[config.mk]
export PLATFORM = sky130hd
export DESIGN_NAME = mbox_regif
export DESIGN_NICKNAME = d
export VERILOG_FILES = /design/src/rtl/mbox_pkg.sv /design/src/rtl/mbox_fifo.sv /design/src/rtl/mbox_flags.sv /design/src/rtl/mbox_regif.sv
export SDC_FILE = /design/constraint.sdc
export NUM_CORES = 1
export LEC_CHECK = 0
export ABC_AREA = 1
export BUFFER_PORTS_ARGS = -buffer_cell sky130_fd_sc_hd__buf_2
export CAP_MARGIN = 20
export CORE_MARGIN = 8
export CORE_UTILIZATION = 55
export DETAILED_ROUTE_END_ITERATION = 8
export GPL_TIMING_DRIVEN = 1
export PLACE_DENSITY = 0.73
export SETUP_SLACK_MARGIN = 0.02
export SLEW_MARGIN = 20
export SYNTH_ARGS = -nofsm -noshare
export SYNTH_HDL_FRONTEND = slang
export SYNTH_SLANG_ARGS = --single-unit
[constraint.sdc]
create_clock -name clk -period 2.3 [get_ports clk]
set_input_delay 0.115 -clock clk [delete_from_list [all_inputs] [get_ports clk]]
set_output_delay 0.115 -clock clk [all_outputs]
set_load 0.005 [all_outputs]
[src/rtl/mbox_pkg.sv]
package mbox_pkg;
   localparam int SEL_W    = 3;
   localparam logic [SEL_W-1:0] OFF_INT  = 3'd0;
   localparam logic [SEL_W-1:0] OFF_DATA = 3'd1;
   localparam logic [SEL_W-1:0] OFF_STAT = 3'd2;
   localparam int NSRC     = 4;
   localparam int SRC_TXE  = 0;
   localparam int SRC_TXNF = 1;
   localparam int SRC_RXNE = 2;
   localparam int SRC_RXOV = 3;
   localparam logic [NSRC-1:0] FLAG_RST = 4'b0011;
endpackage

[src/rtl/mbox_fifo.sv]
module mbox_fifo #(
   parameter int WIDTH = 8,
   parameter int DEPTH = 8
) (
   input  logic             clk,
   input  logic             rst_n,
   input  logic             push,
   input  logic [WIDTH-1:0] push_data,
   input  logic             pop,
   output logic [WIDTH-1:0] head,
   output logic             empty,
   output logic             full
);
   localparam int PTR_W = (DEPTH > 1) ? $clog2(DEPTH) : 1;

   generate
      if (DEPTH < 2 || (DEPTH & (DEPTH - 1)) != 0) begin : g_bad_depth
         $error("mbox_fifo: DEPTH must be a power of two, at least 2");
      end
   endgenerate

   logic [WIDTH-1:0] mem [DEPTH];
   logic [PTR_W-1:0] wp, rp;
   logic [PTR_W:0]   cnt;
   logic             do_push, do_pop;

   assign empty   = (cnt == '0);
   assign full    = (cnt == (PTR_W+1)'(DEPTH));
   assign do_push = push && !full;
   assign do_pop  = pop && !empty;
   assign head    = mem[rp];

   always_ff @(posedge clk or negedge rst_n) begin
      if (!rst_n) begin
         wp  <= '0;
         rp  <= '0;
         cnt <= '0;
      end else begin
         if (do_push) wp <= wp + 1'b1;
         if (do_pop)  rp <= rp + 1'b1;
         if (do_push && !do_pop)      cnt <= cnt + 1'b1;
         else if (do_pop && !do_push) cnt <= cnt - 1'b1;
      end
   end

   always_ff @(posedge clk) begin
      if (do_push) mem[wp] <= push_data;
   end


   full_drop_chk: assert property (@(posedge clk) disable iff (!rst_n)
      (full && push && !pop) |=> full);

   empty_pop_chk: assert property (@(posedge clk) disable iff (!rst_n)
      (empty && pop && !push) |=> empty);
endmodule

[src/rtl/mbox_flags.sv]
module mbox_flags
   import mbox_pkg::*;
(
   input  logic            clk,
   input  logic            rst_n,
   input  logic [NSRC-1:0] cond,
   input  logic [NSRC-1:0] clr,
   input  logic            ctl_wr,
   input  logic [2*NSRC-1:0] ctl_wdata,
   output logic [NSRC-1:0] flags,
   output logic [NSRC-1:0] arm,
   output logic [NSRC-1:0] mask,
   output logic            irq
);
   logic [NSRC-1:0] hit;

   always_ff @(posedge clk or negedge rst_n) begin
      if (!rst_n) begin
         arm  <= '0;
         mask <= '0;
      end else if (ctl_wr) begin
         arm  <= ctl_wdata[NSRC-1:0];
         mask <= ctl_wdata[2*NSRC-1:NSRC];
      end
   end

   generate
      for (genvar i = 0; i < NSRC; i++) begin : g_src
         always_ff @(posedge clk or negedge rst_n) begin
            if (!rst_n) flags[i] <= FLAG_RST[i];
            else        flags[i] <= (flags[i] && !clr[i]) || cond[i];
         end
         assign hit[i] = flags[i] && arm[i] && mask[i];


         set_latch_chk: assert property (@(posedge clk) disable iff (!rst_n)
            cond[i] |=> flags[i]);

         w1c_clear_chk: assert property (@(posedge clk) disable iff (!rst_n)
            (clr[i] && !cond[i]) |=> !flags[i]);
      end
   endgenerate

   assign irq = |hit;
endmodule

[src/rtl/mbox_regif.sv]
module mbox_regif
   import mbox_pkg::*;
#(
   parameter int FIFO_DEPTH = 8,
   parameter int BYTE_W     = 8,
   parameter int BYTE_LSB   = 8
) (
   input  logic              clk,
   input  logic              rst_n,
   input  logic [SEL_W-1:0]  host_sel,
   input  logic              host_wr,
   input  logic              host_rd,
   input  logic [31:0]       host_wdata,
   output logic [31:0]       host_rdata,
   output logic              irq,
   input  logic              mcu_rx_push,
   input  logic [BYTE_W-1:0] mcu_rx_data,
   output logic              mcu_rx_ready,
   input  logic              mcu_tx_pop,
   output logic [BYTE_W-1:0] mcu_tx_data,
   output logic              mcu_tx_valid
);
   localparam int BYTE_MSB = BYTE_LSB + BYTE_W - 1;

   generate
      if (BYTE_MSB > 31) begin : g_bad_lane
         $error("mbox_regif: byte lane exceeds data word");
      end
   endgenerate

   logic              wr_int, wr_data, wr_stat, rd_data;
   logic              tx_empty, tx_full, rx_empty, rx_full;
   logic [BYTE_W-1:0] rx_head;
   logic [NSRC-1:0]   cond, clr, flags, arm, mask;

   assign wr_int  = host_wr && (host_sel == OFF_INT);
   assign wr_data = host_wr && (host_sel == OFF_DATA);
   assign wr_stat = host_wr && (host_sel == OFF_STAT);
   assign rd_data = host_rd && (host_sel == OFF_DATA);

   mbox_fifo #(.WIDTH(BYTE_W), .DEPTH(FIFO_DEPTH)) u_txq (
      .clk(clk), .rst_n(rst_n),
      .push(wr_data), .push_data(host_wdata[BYTE_MSB:BYTE_LSB]),
      .pop(mcu_tx_pop), .head(mcu_tx_data),
      .empty(tx_empty), .full(tx_full));

   mbox_fifo #(.WIDTH(BYTE_W), .DEPTH(FIFO_DEPTH)) u_rxq (
      .clk(clk), .rst_n(rst_n),
      .push(mcu_rx_push), .push_data(mcu_rx_data),
      .pop(rd_data), .head(rx_head),
      .empty(rx_empty), .full(rx_full));

   assign mcu_tx_valid = !tx_empty;
   assign mcu_rx_ready = !rx_full;

   always_comb begin
      cond           = '0;
      cond[SRC_TXE]  = tx_empty;
      cond[SRC_TXNF] = !tx_full;
      cond[SRC_RXNE] = !rx_empty;
      cond[SRC_RXOV] = mcu_rx_push && rx_full;
      clr            = wr_stat ? host_wdata[NSRC-1:0] : '0;
   end

   mbox_flags u_flags (
      .clk(clk), .rst_n(rst_n),
      .cond(cond), .clr(clr),
      .ctl_wr(wr_int), .ctl_wdata(host_wdata[2*NSRC-1:0]),
      .flags(flags), .arm(arm), .mask(mask), .irq(irq));

   always_comb begin
      host_rdata = '0;
      case (host_sel)
         OFF_INT:  host_rdata[2*NSRC-1:0] = {mask, arm};
         OFF_DATA: if (!rx_empty) host_rdata[BYTE_MSB:BYTE_LSB] = rx_head;
         OFF_STAT: host_rdata[NSRC-1:0] = flags;
         default:  host_rdata = '0;
      endcase
   end


   irq_source_chk: assert property (@(posedge clk) disable iff (!rst_n)
      irq |-> (|(flags & arm & mask)) && (|flags));

   reserved_wr_chk: assert property (@(posedge clk) disable iff (!rst_n)
      (host_wr && host_sel > OFF_STAT) |=> ($stable(arm) && $stable(mask)));

   rx_ready_chk: assert property (@(posedge clk) disable iff (!rst_n)
      (mcu_rx_push && !mcu_rx_ready) |=> flags[SRC_RXOV]);
endmodule

### After elaboration in Yosys (flattened, before gate mapping)

Memory sizes are Yosys's and may differ from the RTL's.
Cells that the tools add are included.

* eq/ne operators: 4
* reductions and logical operators: 47
* multiplexer cells: 13
* $add $sub $neg: 8

Operators by type and width (count)
* $logic_and A1 B1 Y1: 25
* $mux W4: 6
* $mux W8: 2
* $add A3 B1 Y3 const B: 4
* $logic_not A1 Y1: 12
* $add A4 B1 Y4 const B: 2
* $eq A4 B4 Y1 const B: 2
* $logic_not A4 Y1: 2
* $pmux W4 S2: 1
* $sub A4 B1 Y4 const B: 2
* $logic_or A1 B1 Y1: 4
* $mux W1: 4
* $reduce_bool A2 Y1: 2
* $reduce_or A4 Y1: 1
* $eq A3 B1 Y1 const B: 1
* $eq A3 B2 Y1 const B: 1
* $logic_not A3 Y1: 1

* word-level logic and storage cells: 86
* input bits: 49
* flip-flop bits (word level): 32
* output and inout port bits: 43
* memories: 2
* memory bits (writable): 128

Memory list
* u_rxq.mem: words 8, bits a word 8, read ports 1, clocked after Yosys merged registers in 0, wr ports 1, line mbox_fifo.sv:22 `logic [WIDTH-1:0] mem [DEPTH];`
* u_txq.mem: words 8, bits a word 8, read ports 1, clocked after Yosys merged registers in 0, wr ports 1, line mbox_fifo.sv:22

### Depth between registers and ports, before layout

Gate-level depths: netlist of run 1.

* depth in word-level cells: 7
* depth in mapped cells: 15
* depth with buffers taken out: 15

### By module

Synthesis of run 1 repeated with hierarchy kept, for this count alone.

* cells, all modules: 843
* area, all modules: 7689.9 sq um

Modules (own cells, without submodules)
* mbox_fifo: area an instance 3389.5 sq um, seq. area each 2172.1 sq um, cells an instance 356, times used 2
* mbox_flags: area an instance 498.0 sq um, seq. area each 302.8 sq um, cells an instance 54, times used 1
* mbox_regif: area an instance 412.9 sq um, seq. area each 0.0 sq um, cells an instance 77, times used 1

### Least setup slack after synthesis of run 1

Ideal clock, no wire load.

* path kind: register to register
* start point: register u_txq.cnt[0]
* end point: register u_txq.cnt[3]
* arrival: 1.888 ns
* path buffers: 0
* required time: 2.184 ns
* path slack: 0.296 ns
* library setup time: 0.116 ns
* period minus slack after synthesis: 2.004 ns
* cell stages (with the launch flop): 13
* cell sequence: dfrtp_1 -> nor2_1 -> nand3_1 -> nand3_4 -> inv_2 -> ha_1 -> inv_1 -> ha_1 -> or2_2 -> nand3_1 -> nand2_1 -> nand2_1 -> nand2_1

* cells in the longest elaborated chain, start to end: 6
* elaborated cells between the ends (all ways): 15
* those cells by class: add/sub: 2; eq/ne: 1; mux: 2; reduce/logical: 10

RTL lines
* start, declared: line mbox_fifo.sv:24 `logic [PTR_W:0] cnt;`
* start signal, assigned: line mbox_fifo.sv:41 `if (do_push && !do_pop) cnt <= cnt + 1'b1;`
* start signal, assigned: line mbox_fifo.sv:42 `else if (do_pop && !do_push) cnt <= cnt - 1'b1;`
* $eq A4 B4 Y1 (*): line mbox_fifo.sv:28 `assign full = (cnt == (PTR_W+1)'(DEPTH));`
* $logic_not A1 Y1 (*): line mbox_fifo.sv:29 `assign do_push = push && !full;`
* $logic_and A1 B1 Y1 (*): line mbox_fifo.sv:29
* net u_txq.do_push: line mbox_fifo.sv:25 `logic do_push, do_pop;`
* $logic_not A1 Y1: line mbox_fifo.sv:42
* $logic_and A1 B1 Y1: line mbox_fifo.sv:42
* $reduce_bool A2 Y1 (no line)

Mark *: on every way through the listed nets, which the timed path passes. The rest lies on a longest branch. The select of a mux whose other input is x is not followed.
A chain may end at the register's enable or synchronous reset.

### Final worst setup path of run 1

Ends and elaborated chain as after synthesis.

==> flow_metrics.env, run 1 <==
export IMPL_status="finished, final reports clean"
export IMPL_dp_cells=969
export IMPL_drtPass1Iterations=5
export IMPL_finalNonFillerCells=1029
export IMPL_synth_seq_cells=160
export IMPL_netlist_instances=741
export IMPL_yosys_area_top_type="edfxtp_1"
export IMPL_yosysTopAreaCellShare_pct=52.15
export IMPL_clock_sinks=160
export IMPL_regArea_sq_mm=0.004651
export IMPL_rsz0062_at_grt="no"
export IMPL_numCtsBuffers=17
export IMPL_holdWs_ns=0.03260
export IMPL_cap_violations=0
export IMPL_worstSkewPairLatency_ns=0.42
export IMPL_setup_viol=0
export IMPL_portBuffers=59
export IMPL_die_y_um=131.8
export IMPL_dr_wl_met3_um=771
export IMPL_cts_root_buf="clkbuf_16"
export IMPL_clkTransAtPathRegs_ns=0.06
export IMPL_yosys_warnings=0
export IMPL_mappedNetlistArea_sq_mm=0.007371
export IMPL_cts_tree="yes"
export IMPL_wl_per_cell_um=14.86
export IMPL_initial_utilization_pct=55.88
export IMPL_ios=92
export IMPL_antenna_found_initial=0
export IMPL_drt_wl_total_um=15290
export IMPL_maxSlewViolCount=0
export IMPL_dpl_instance_area_sq_mm=0.007814
export IMPL_skew_ns=0.006287
export IMPL_antenna_left=0
export IMPL_timing_final_ws_setup_ns=0.1551
export IMPL_grt_max_degree=35
export IMPL_vias_per_cell=5.007
export IMPL_worst_path_max_fanout=9
export IMPL_num_fill_cells=1009
export IMPL_final_area_sq_mm=0.008692
export IMPL_arrival_ns=2.51
export IMPL_ys_types=37
export IMPL_dp_hpwl_um=9828
export IMPL_syn_to_final_growth_pct=17.93
export IMPL_grt_pass1_vias=5180
export IMPL_met1Wirelength_um=6197
export IMPL_fmax_mhz=466.2
export IMPL_fin_crit_sh_pct=93.26
export IMPL_wl_met2_um=7993
export IMPL_p_leak_nw=3.882
export IMPL_multi_input_area_sq_mm=0.002143
export IMPL_h_tree_depth=4
export IMPL_dp_slack_ns=0.04887
export IMPL_relSlewSlack_pct=45.81
export IMPL_syn_area_per_cell_sq_um=9.947
export IMPL_gp_congestion=0.7866
export IMPL_num_rows=42
export IMPL_grt_usage_pct=18.15
export IMPL_core_area_sq_mm=0.01319
export IMPL_startpoint_type="register"
export IMPL_grt_pass1_wl_um=25040
export IMPL_endpoint_kind="register"
export IMPL_synth_seq_area_share_pct=63.05
export IMPL_crit_required_ns=2.66
export IMPL_synth_area_top_cells="edfxtp_1, dfrtp_1, nand2_1"
export IMPL_dr_total_vias=5152
export IMPL_period_needed_ns=2.145
export IMPL_worstMarginPinSlew_ns=0.8099
export IMPL_fin_total_pwr_mw=9.777
export IMPL_top_layer="met4"
export IMPL_dieArea_sq_mm=0.01736
export IMPL_hold_viol=0
export IMPL_overflow=0
export IMPL_path_class="reg2reg"
export IMPL_drt_initial_drc_count=350
export IMPL_drive_gt1_share_pct=17.47
export IMPL_diodes=0
export IMPL_die_w_um=131.8
export IMPL_layout_nets=901
export IMPL_peakVddDrop_mv=0.6876
export IMPL_powerDensity_mw_per_mm2=1125
export IMPL_drc_errors=0
export IMPL_regToRegSetupSlack_ns=0.16
export IMPL_min_delay_path_class="in2reg"
export IMPL_fin_util_pct=65.90
export IMPL_tns_ns=0
export IMPL_cts_buffer_depth=2
==> state kept, by name (all words and copies together), names as in the netlist <==
| name | cells |
|---|---|
| u_rxq.mem | 64 |
| u_txq.mem | 64 |
| u_flags.arm | 4 |
| u_flags.flags | 4 |
| u_flags.mask | 4 |
| u_rxq.cnt | 4 |
| u_txq.cnt | 4 |
| u_rxq.rp | 3 |
| u_rxq.wp | 3 |
| u_txq.rp | 3 |
| u_txq.wp | 3 |
==> cell usage in the layout (no fill, tap or decap), types with 2 or more instances in the layout <==
cell           count
inv_6              4
nand3_1           47
dfrtp_2            3
xnor2_1            8
clkinv_4           4
a21oi_2            4
dfrtp_1           27
dlygate4sd3_1     26
ha_1              10
buf_2             59
clkbuf_16         17
nor2_1           103
nand2_2            4
dfstp_2            2
bufinv_16          2
inv_2              9
buf_4             21
fa_1               2
o21ai_1           20
nand3_2            4
o21ai_0           23
inv_1             90
nor3_1             4
nor2_2             2
conb_1            16
nand4_1            2
nand2_1          188
nor2_4             2
or2_2              2
o21ai_2            4
edfxtp_1         128
a22o_1             4
==> area by class of cell <==
cell class / instances / area share (%)
flip-flops and latches: 160 / 53.51
clock buffers: 18 / 4.937
well taps: 176 / 2.533
multi-input cells: 455 / 24.66
inverters: 100 / 4.347
clock inverters: 14 / 1.814
repair buffers: 106 / 8.205
==> synth_stat cells (all sizes together) <==
master    n
and2      1
buf      38
xor2      1
nor3      4
ha       10
xnor2     8
dfrtp    30
inv     100
a22o      4
nor2    107
dfstp     2
nand4     2
o21ai    47
fa        2
nand3    52
or2       3
clkbuf    3
conb      1
edfxtp  128
nand2   193
a21oi     5
==> power by group <==
| group | switching (mW) | internal [mW] | leakage, nW |
|---|---|---|---|
| logic | 1.98 | 1.16 | 2.06 |
| registers | 0.330 | 3.54 | 1.53 |
| clock network | 1.15 | 1.62 | 0.285 |
| total | 3.46 | 6.32 | 3.88 |
==> metal layers <==
layer  track usage [%]  up-vias
li1                  -     2555
met1             20.05     2431
met2             31.75      137
met3             4.764       29
met4             9.126        0
met5                 0        -
==> critical path, cell delays in order (launching register included) <==
cell and delay [ns]:
dfrtp_2 0.45, nor2_2 0.17, nand3_2 0.12, nand3_4 0.13, inv_2 0.07, ha_1 0.21, inv_2 0.10, ha_1 0.26
or2_2 0.29, nand2_1 0.08, nand2_1 0.05, nand2_1 0.05, nand2_1 0.05, nand2_1 0.05
==> path summary, 6_finish.rpt <==
path	cells after the start	to	from
hold reg to reg	2	u_flags.flags[0]$_DFF_PN1_	u_flags.flags[0]$_DFF_PN1_
setup / recovery	13	u_txq.cnt[3]$_DFFE_PN0P_	u_txq.cnt[0]$_DFFE_PN0P_
hold / removal	3	u_rxq.rp[2]$_DFFE_PN0P_	host_rd
max in group asynchronous	2	u_rxq.cnt[0]$_DFFE_PN0P_	rst_n
min in group asynchronous	2	u_flags.mask[2]$_DFFE_PN0P_	rst_n
setup reg to reg	13	u_txq.cnt[3]$_DFFE_PN0P_	u_txq.cnt[0]$_DFFE_PN0P_
==> cell families (layout without fill, tap and decap cells) <==
family / after synthesis / count (layout) / synth area share, %
buffers and inverters: 141 / 238 / 8.810
other: 1 / 16 / 0.05088
AND/OR/NAND/NOR: 362 / 362 / 20.37
adder cells (fa/ha/maj): 12 / 12 / 2.241
XOR/XNOR: 9 / 9 / 1.069
AO/OA/AOI/OAI: 56 / 56 / 4.413
flip-flops: 160 / 160 / 63.05
==> timing repair <==
| item | in CTS | in global routing |
|---|---|---|
| setup endpoints to repair | 0 | 2 |
| resized for setup | 0 | 8 |
| hold endpoints to repair | 167 | 0 |
| hold buffers | 26 | 0 |
| buffers inserted | 0 | 2 |
Power figures use the tool's default switching activity.
==> inputs of run 2 (changes only) <==
--- a/config.mk
+++ b/config.mk
@@ -9,10 +9,10 @@
 export BUFFER_PORTS_ARGS = -buffer_cell sky130_fd_sc_hd__buf_2
 export CAP_MARGIN = 20
 export CORE_MARGIN = 8
-export CORE_UTILIZATION = 55
+export CORE_UTILIZATION = 30
 export DETAILED_ROUTE_END_ITERATION = 8
 export GPL_TIMING_DRIVEN = 1
-export PLACE_DENSITY = 0.73
+export PLACE_DENSITY = 0.44
 export SETUP_SLACK_MARGIN = 0.02
 export SLEW_MARGIN = 20
 export SYNTH_ARGS = -nofsm -noshare
==> run 2 against run 1 <==
  * Die area grew 72%
  * Power grew 0.75%
  * Cell area up 1.9%
  * Largest power group unchanged
  * Critical path depth down 1
  * Via count decreased by 4.8%
  * Largest cell class unchanged
  * Clock-buffer cell count down 1
  * Core utilization decreased by 29 points
  * Non-clock buffer count down 3
  * Sequential power is essentially flat
  * Critical endpoint unchanged
  * Sequential cell count unchanged
  * Hold slack got worse by 0.013 ns
  * Routed wire length is 8.8% higher
==> flow_metrics.env, run 2 (same netlist as run 1, synthesis figures left out) <==
export IMPL_status="finished, final reports clean"
export IMPL_cap_violations=0
export IMPL_mostFrequentLayoutCell="nand2_1"
export IMPL_num_fill_cells=2492
export IMPL_grt_max_degree=35
export IMPL_worstSkewPairLatency_ns=0.42
export IMPL_wl_per_cell_um=14.18
export IMPL_drt_initial_drc_count=240
export IMPL_drive_gt1_share_pct=17.31
export IMPL_rsz0062_at_grt="no"
export IMPL_ios=92
export IMPL_die_w_um=172.7
export IMPL_hold_viol=0
export IMPL_dp_hpwl_um=10600
export IMPL_fmax_mhz=477.4
export IMPL_grt_usage_pct=11.63
export IMPL_hold_depth=1
export IMPL_setup_viol=0
export IMPL_clock_sinks=160
export IMPL_vias_per_cell=4.182
export IMPL_drc_errors=0
export IMPL_relSlewSlack_pct=38.34
export IMPL_dr_total_vias=4906
export IMPL_combPwrFrac_pct=31.7
export IMPL_antenna_found_initial=0
export IMPL_multi_input_area_sq_mm=0.002143
export IMPL_core_area_sq_mm=0.02425
export IMPL_path_class="reg2reg"
export IMPL_cts_buffer_depth=2
export IMPL_overflow=0
export IMPL_cts_root_buf="clkbuf_16"
export IMPL_crit_required_ns=2.61
export IMPL_worstMarginPinSlew_ns=0.9215
export IMPL_startpoint_type="register"
export IMPL_min_delay_path_class="in2reg"
export IMPL_maxSlewViolCount=0
export IMPL_numCtsBuffers=17
export IMPL_top_regs="u_rxq.mem x64, u_txq.mem x64"
export IMPL_portBuffers=59
export IMPL_clkTransAtPathRegs_ns=0.07
export IMPL_num_rows=57
export IMPL_antenna_left=0
export IMPL_initial_utilization_pct=30.40
export IMPL_p_leak_nw=3.867
export IMPL_fin_total_pwr_mw=9.851
export IMPL_grt_pass1_vias=5017
export IMPL_peakVddDrop_mv=0.4238
export IMPL_switching_share_pct=35.84
export IMPL_reg2regPathDepth=12
export IMPL_tns_ns=0
export IMPL_internal_power_mw=6.320
export IMPL_endpoint_kind="register"
export IMPL_dieArea_sq_mm=0.02984
export IMPL_gp_congestion=0.6979
export IMPL_powerDensity_mw_per_mm2=1112
export IMPL_fin_crit_sh_pct=91.07
export IMPL_switchingPower_mw=3.531
export IMPL_syn_to_final_growth_pct=20.18
export IMPL_drtPass1Iterations=4
export IMPL_worst_path_max_fanout=4
export IMPL_period_needed_ns=2.095
export IMPL_skew_ns=0.01372
export IMPL_grt_pass1_wl_um=27410
export IMPL_final_cell_mix="nand2_1, edfxtp_1, nor2_1, inv_1, buf_2"
export IMPL_h_tree_depth=4
export IMPL_die_y_um=172.7
export IMPL_arrival_ns=2.41
export IMPL_diodes=0
export IMPL_layout_nets=898
export IMPL_regArea_sq_mm=0.004651
export IMPL_power_frac_seq_pct=39.4
export IMPL_clockPowerShare_pct=28.9
export IMPL_drt_wl_total_um=16640
export IMPL_cts_tree="yes"
run 2: critical path, cell delays in order, from the launching register on:
cell and delay, ns:
dfrtp_1 0.45, nor2_2 0.17, nand3_2 0.12, nand3_4 0.08, inv_2 0.05, ha_1 0.19
inv_1 0.13, ha_1 0.27, or2_2 0.29, nand3_1 0.08, nand2_1 0.05, nand2_1 0.05
nand2_1 0.05
run 2: metrics by stage:
step                hold slack (ns)  instance area (sq um)  utilization, %  std cells  setup WS [ns]
detailed placement           0.2389                   7991           32.96       1116         0.1529
floorplan                   -0.1806                   7427               -        756         0.2959
finish                      0.01956                   8859           36.53       1173         0.2054
global route              0.0006121                   8859           36.53       1173        0.03372
CTS                        0.001632                   8835           36.43       1172         0.1150
global placement             0.2400                   7991           32.96       1116         0.1797
run 2: power by group through the flow:
stage	registers (mW)	logic, mW	clock network (mW)
6_report	3.88	3.12	2.85
5_1_grt	3.94	3.65	3.05
4_1_cts	3.87	3.18	2.93
3_5_place_dp	3.93	3.13	0
3_3_place_gp	3.92	3.13	0
2_1_floorplan	3.78	2.37	0
run 2: path summary, 6_finish.rpt:
check,slack (ns),to,start
setup / recovery,0.21,u_txq.cnt[3]$_DFFE_PN0P_,u_txq.cnt[0]$_DFFE_PN0P_
hold / removal,0.02,u_txq.mem[0][6]$_DFFE_PP_,host_wdata[14]
setup reg to reg,0.21,u_txq.cnt[3]$_DFFE_PN0P_,u_txq.cnt[0]$_DFFE_PN0P_
hold reg to reg,0.49,u_flags.flags[1]$_DFF_PN1_,u_flags.flags[1]$_DFF_PN1_
max in group asynchronous,1.46,u_txq.rp[0]$_DFFE_PN0P_,rst_n
min in group asynchronous,0.30,u_rxq.wp[0]$_DFFE_PN0P_,rst_n
run 2: what timing repair did:
item | in CTS | in global routing
buffers inserted | 0 | 1
endpoints found under the setup margin | 0 | 9
hold endpoints to repair | 160 | 0
gates resized for setup | 0 | 7
hold buffers | 25 | 0
run 2: final cells by class:
| type | instances | area share [%] |
|---|---|---|
| Timing Repair Buffer | 103 | 7.768 |
| Sequential cell | 160 | 52.50 |
| Clock inverter | 14 | 1.893 |
| Tap cell | 324 | 4.576 |
| Clock buffer | 17 | 4.802 |
| Inverter | 100 | 4.266 |
| Multi-Input combinational cell | 455 | 24.19 |
run 2: metal layers:
metal  GRT usage [%]  up-vias  routed length [um]
li1                -     2544                   -
met1           15.15     2274                8275
met2           18.95       74                7672
met3           2.657       14                 480
met4           3.665        0                 210
met5               0        -                   0
==> inputs of run 3 (changes only) <==
--- a/config.mk
+++ b/config.mk
@@ -11,8 +11,7 @@
 export CORE_MARGIN = 8
 export CORE_UTILIZATION = 30
 export DETAILED_ROUTE_END_ITERATION = 8
-export GPL_TIMING_DRIVEN = 1
-export PLACE_DENSITY = 0.44
+export PLACE_DENSITY = 0.45
 export SETUP_SLACK_MARGIN = 0.02
 export SLEW_MARGIN = 20
 export SYNTH_ARGS = -nofsm -noshare
==> constraint.sdc (replaced) <==
create_clock -name clk -period 1.9 [get_ports clk]
set_input_delay 0.095 -clock clk [delete_from_list [all_inputs] [get_ports clk]]
set_output_delay 0.095 -clock clk [all_outputs]
set_load 0.01 [all_outputs]
==> run 3 against run 2 <==
  * Non-clock buffer count is 30 higher
  * Sequential cell count stayed put
  * Clock skew shrank 0.00099 ns
  * Sequential share of layout area shrank 2.3 points
  * Cell area increased by 4.7%
  * Largest power group unchanged
  * Power up 29%
  * Critical path depth is the same
  * Largest cell class unchanged
  * Routed wire length is 1.4% higher
  * Cell count up 2.6%
  * Global-route usage decreased by 0.14 points
  * First-iteration DRC count fell by 16%
==> flow_metrics.env, run 3 (same netlist as run 1, synthesis figures left out) <==
export IMPL_antenna_found_initial=0
export IMPL_h_tree_depth=4
export IMPL_die_y_um=172.7
export IMPL_dpl_instance_area_sq_mm=0.008242
export IMPL_grt_pass1_wl_um=27290
export IMPL_num_rows=57
export IMPL_top_regs="u_rxq.mem x64, u_txq.mem x64"
export IMPL_relSlewSlack_pct=62.32
export IMPL_worstSkewPairLatency_ns=0.43
export IMPL_clkTransAtPathRegs_ns=0.07
export IMPL_cts_root_buf="clkbuf_16"
export IMPL_crit_buf_inv=2
export IMPL_cts_buffer_depth=2
export IMPL_setup_viol=0
export IMPL_cp_common_cell="nand2_1"
export IMPL_clock_sinks=160
export IMPL_status="finished, final reports clean"
export IMPL_drt_initial_drc_count=201
export IMPL_core_area_sq_mm=0.02425
export IMPL_grt_max_degree=20
export IMPL_peakVddDrop_mv=0.5724
export IMPL_regArea_sq_mm=0.004652
export IMPL_period_needed_ns=1.792
export IMPL_path_cells="nor2_4 -> nand3_2 -> nand3_4 -> inv_4 -> ha_4 -> inv_4 -> ha_4 -> or2_4 -> nand3_2 -> nand2_1 -> nand2_1 -> nand2_1"
export IMPL_fin_crit_sh_pct=94.30
export IMPL_diodes=0
export IMPL_finalNonFillerCells=1204
export IMPL_endpoint_kind="register"
export IMPL_min_delay_path_class="in2reg"
export IMPL_arrival_ns=2.11
export IMPL_wl_per_cell_um=14.02
export IMPL_cap_violations=0
export IMPL_overflow=0
export IMPL_dieArea_sq_mm=0.02984
export IMPL_crit_required_ns=2.22
export IMPL_drc_errors=0
export IMPL_dr_total_vias=5097
export IMPL_holdWs_ns=0.1006
export IMPL_ios=92
export IMPL_gp_congestion=0.7483
export IMPL_startpoint_type="register"
export IMPL_final_cell_mix="nand2_1, edfxtp_1, nor2_1, inv_1, buf_2"
export IMPL_grt_usage_pct=11.49
export IMPL_worst_path_max_fanout=4
export IMPL_mostFrequentLayoutCell="nand2_1"
export IMPL_cts_tree="yes"
export IMPL_dp_hpwl_um=11250
export IMPL_maxSlewViolCount=0
export IMPL_die_w_um=172.7
export IMPL_vias_per_cell=4.233
export IMPL_grt_pass1_vias=5077
export IMPL_dp_cells=1140
export IMPL_final_area_sq_mm=0.009275
export IMPL_rsz0062_at_grt="yes"
export IMPL_layout_nets=928
export IMPL_cpPeakStageDelay_ns=0.41
export IMPL_worstMarginPinSlew_ns=0.5646
export IMPL_slowest_stage="dfrtp_1"
export IMPL_syn_to_final_growth_pct=25.84
export IMPL_portBuffers=59
export IMPL_drtPass1Iterations=4
export IMPL_multi_input_area_sq_mm=0.002251
export IMPL_initial_utilization_pct=30.40
export IMPL_fmax_mhz=558.1
export IMPL_drive_gt1_share_pct=22.27
export IMPL_numCtsBuffers=17
export IMPL_path_class="reg2reg"
export IMPL_hold_viol=0
export IMPL_antenna_left=0
export IMPL_crit_family="simple AND/OR/NAND/NOR gates"
export IMPL_powerDensity_mw_per_mm2=1370
export IMPL_num_fill_cells=2435
export IMPL_skew_ns=0.01273
export IMPL_drt_wl_total_um=16880
export IMPL_p_leak_nw=4.039
==> run 3: repair_timing <==
item	4_1_cts	5_1_grt
resized for setup	7	34
pin swaps	0	7
setup endpoints to repair	30	49
hold buffers	26	0
hold endpoints to repair	155	0
buffers inserted	0	6
==> run 3: worst min-delay path, delay by kind of cell <==
kind,cells,cell delay (ns)
simple gates,1,0.06
xor+xnor,1,0.06
buf+inv,2,0.26
==> run 3: worst paths after layout <==
check | slack (ns) | from | cells after the start | to
worst max-delay path | 0.11 | u_txq.cnt[0]$_DFFE_PN0P_ | 12 | u_txq.cnt[3]$_DFFE_PN0P_
worst min-delay path | 0.10 | mcu_tx_pop | 4 | u_txq.rp[0]$_DFFE_PN0P_
worst max register to register | 0.11 | u_txq.cnt[0]$_DFFE_PN0P_ | 12 | u_txq.cnt[3]$_DFFE_PN0P_
worst min register to register | 0.50 | u_flags.flags[1]$_DFF_PN1_ | 2 | u_flags.flags[1]$_DFF_PN1_
max in group asynchronous | 1.16 | rst_n | 3 | u_flags.flags[0]$_DFF_PN1_
min in group asynchronous | 0.16 | rst_n | 2 | u_flags.arm[1]$_DFFE_PN0P_
==> run 3: power by group <==
group / internal (mW) / leakage, nW / switching [mW] / total, mW
Sequential: 4.29 / 1.53 / 0.325 / 4.61
Clock: 1.90 / 0.296 / 1.59 / 3.48
Combinational: 1.86 / 2.21 / 2.74 / 4.61
Total: 8.05 / 4.04 / 4.66 / 12.7
==> run 3: final cells by class <==
class                           count  share of cell area (%)
Inverter                          100                   4.303
Sequential cell                   160                   50.16
Tap cell                          324                   4.371
Clock inverter                     15                   2.010
Multi-Input combinational cell    455                   24.27
Clock buffer                       17                   4.587
Timing Repair Buffer              133                   10.31
==> run 3: metal layers <==
metal / vias to the layer above / GRT usage (%) / part of all wire [%]
met1: 2369 / 14.80 / 48
met3: 16 / 2.766 / 3.7
li1: 2620 / - / -
met2: 92 / 18.80 / 47
met4: 0 / 3.629 / 1.1
met5: - / 0 / 0
==> run 3: stage by stage <==
stage	TNS [ns]	setup slack, ns	utilization (%)	total power, mW
2_1_floorplan	-0.02036	-0.02036	-	7.625
3_3_place_gp	0	0.02040	33.99	8.989
3_5_place_dp	-0.02440	-0.003969	33.99	9.002
4_1_cts	0	0.01024	37.66	12.60
5_1_grt	-0.02883	-0.02883	38.25	13.64
6_report	0	0.1083	38.25	12.71
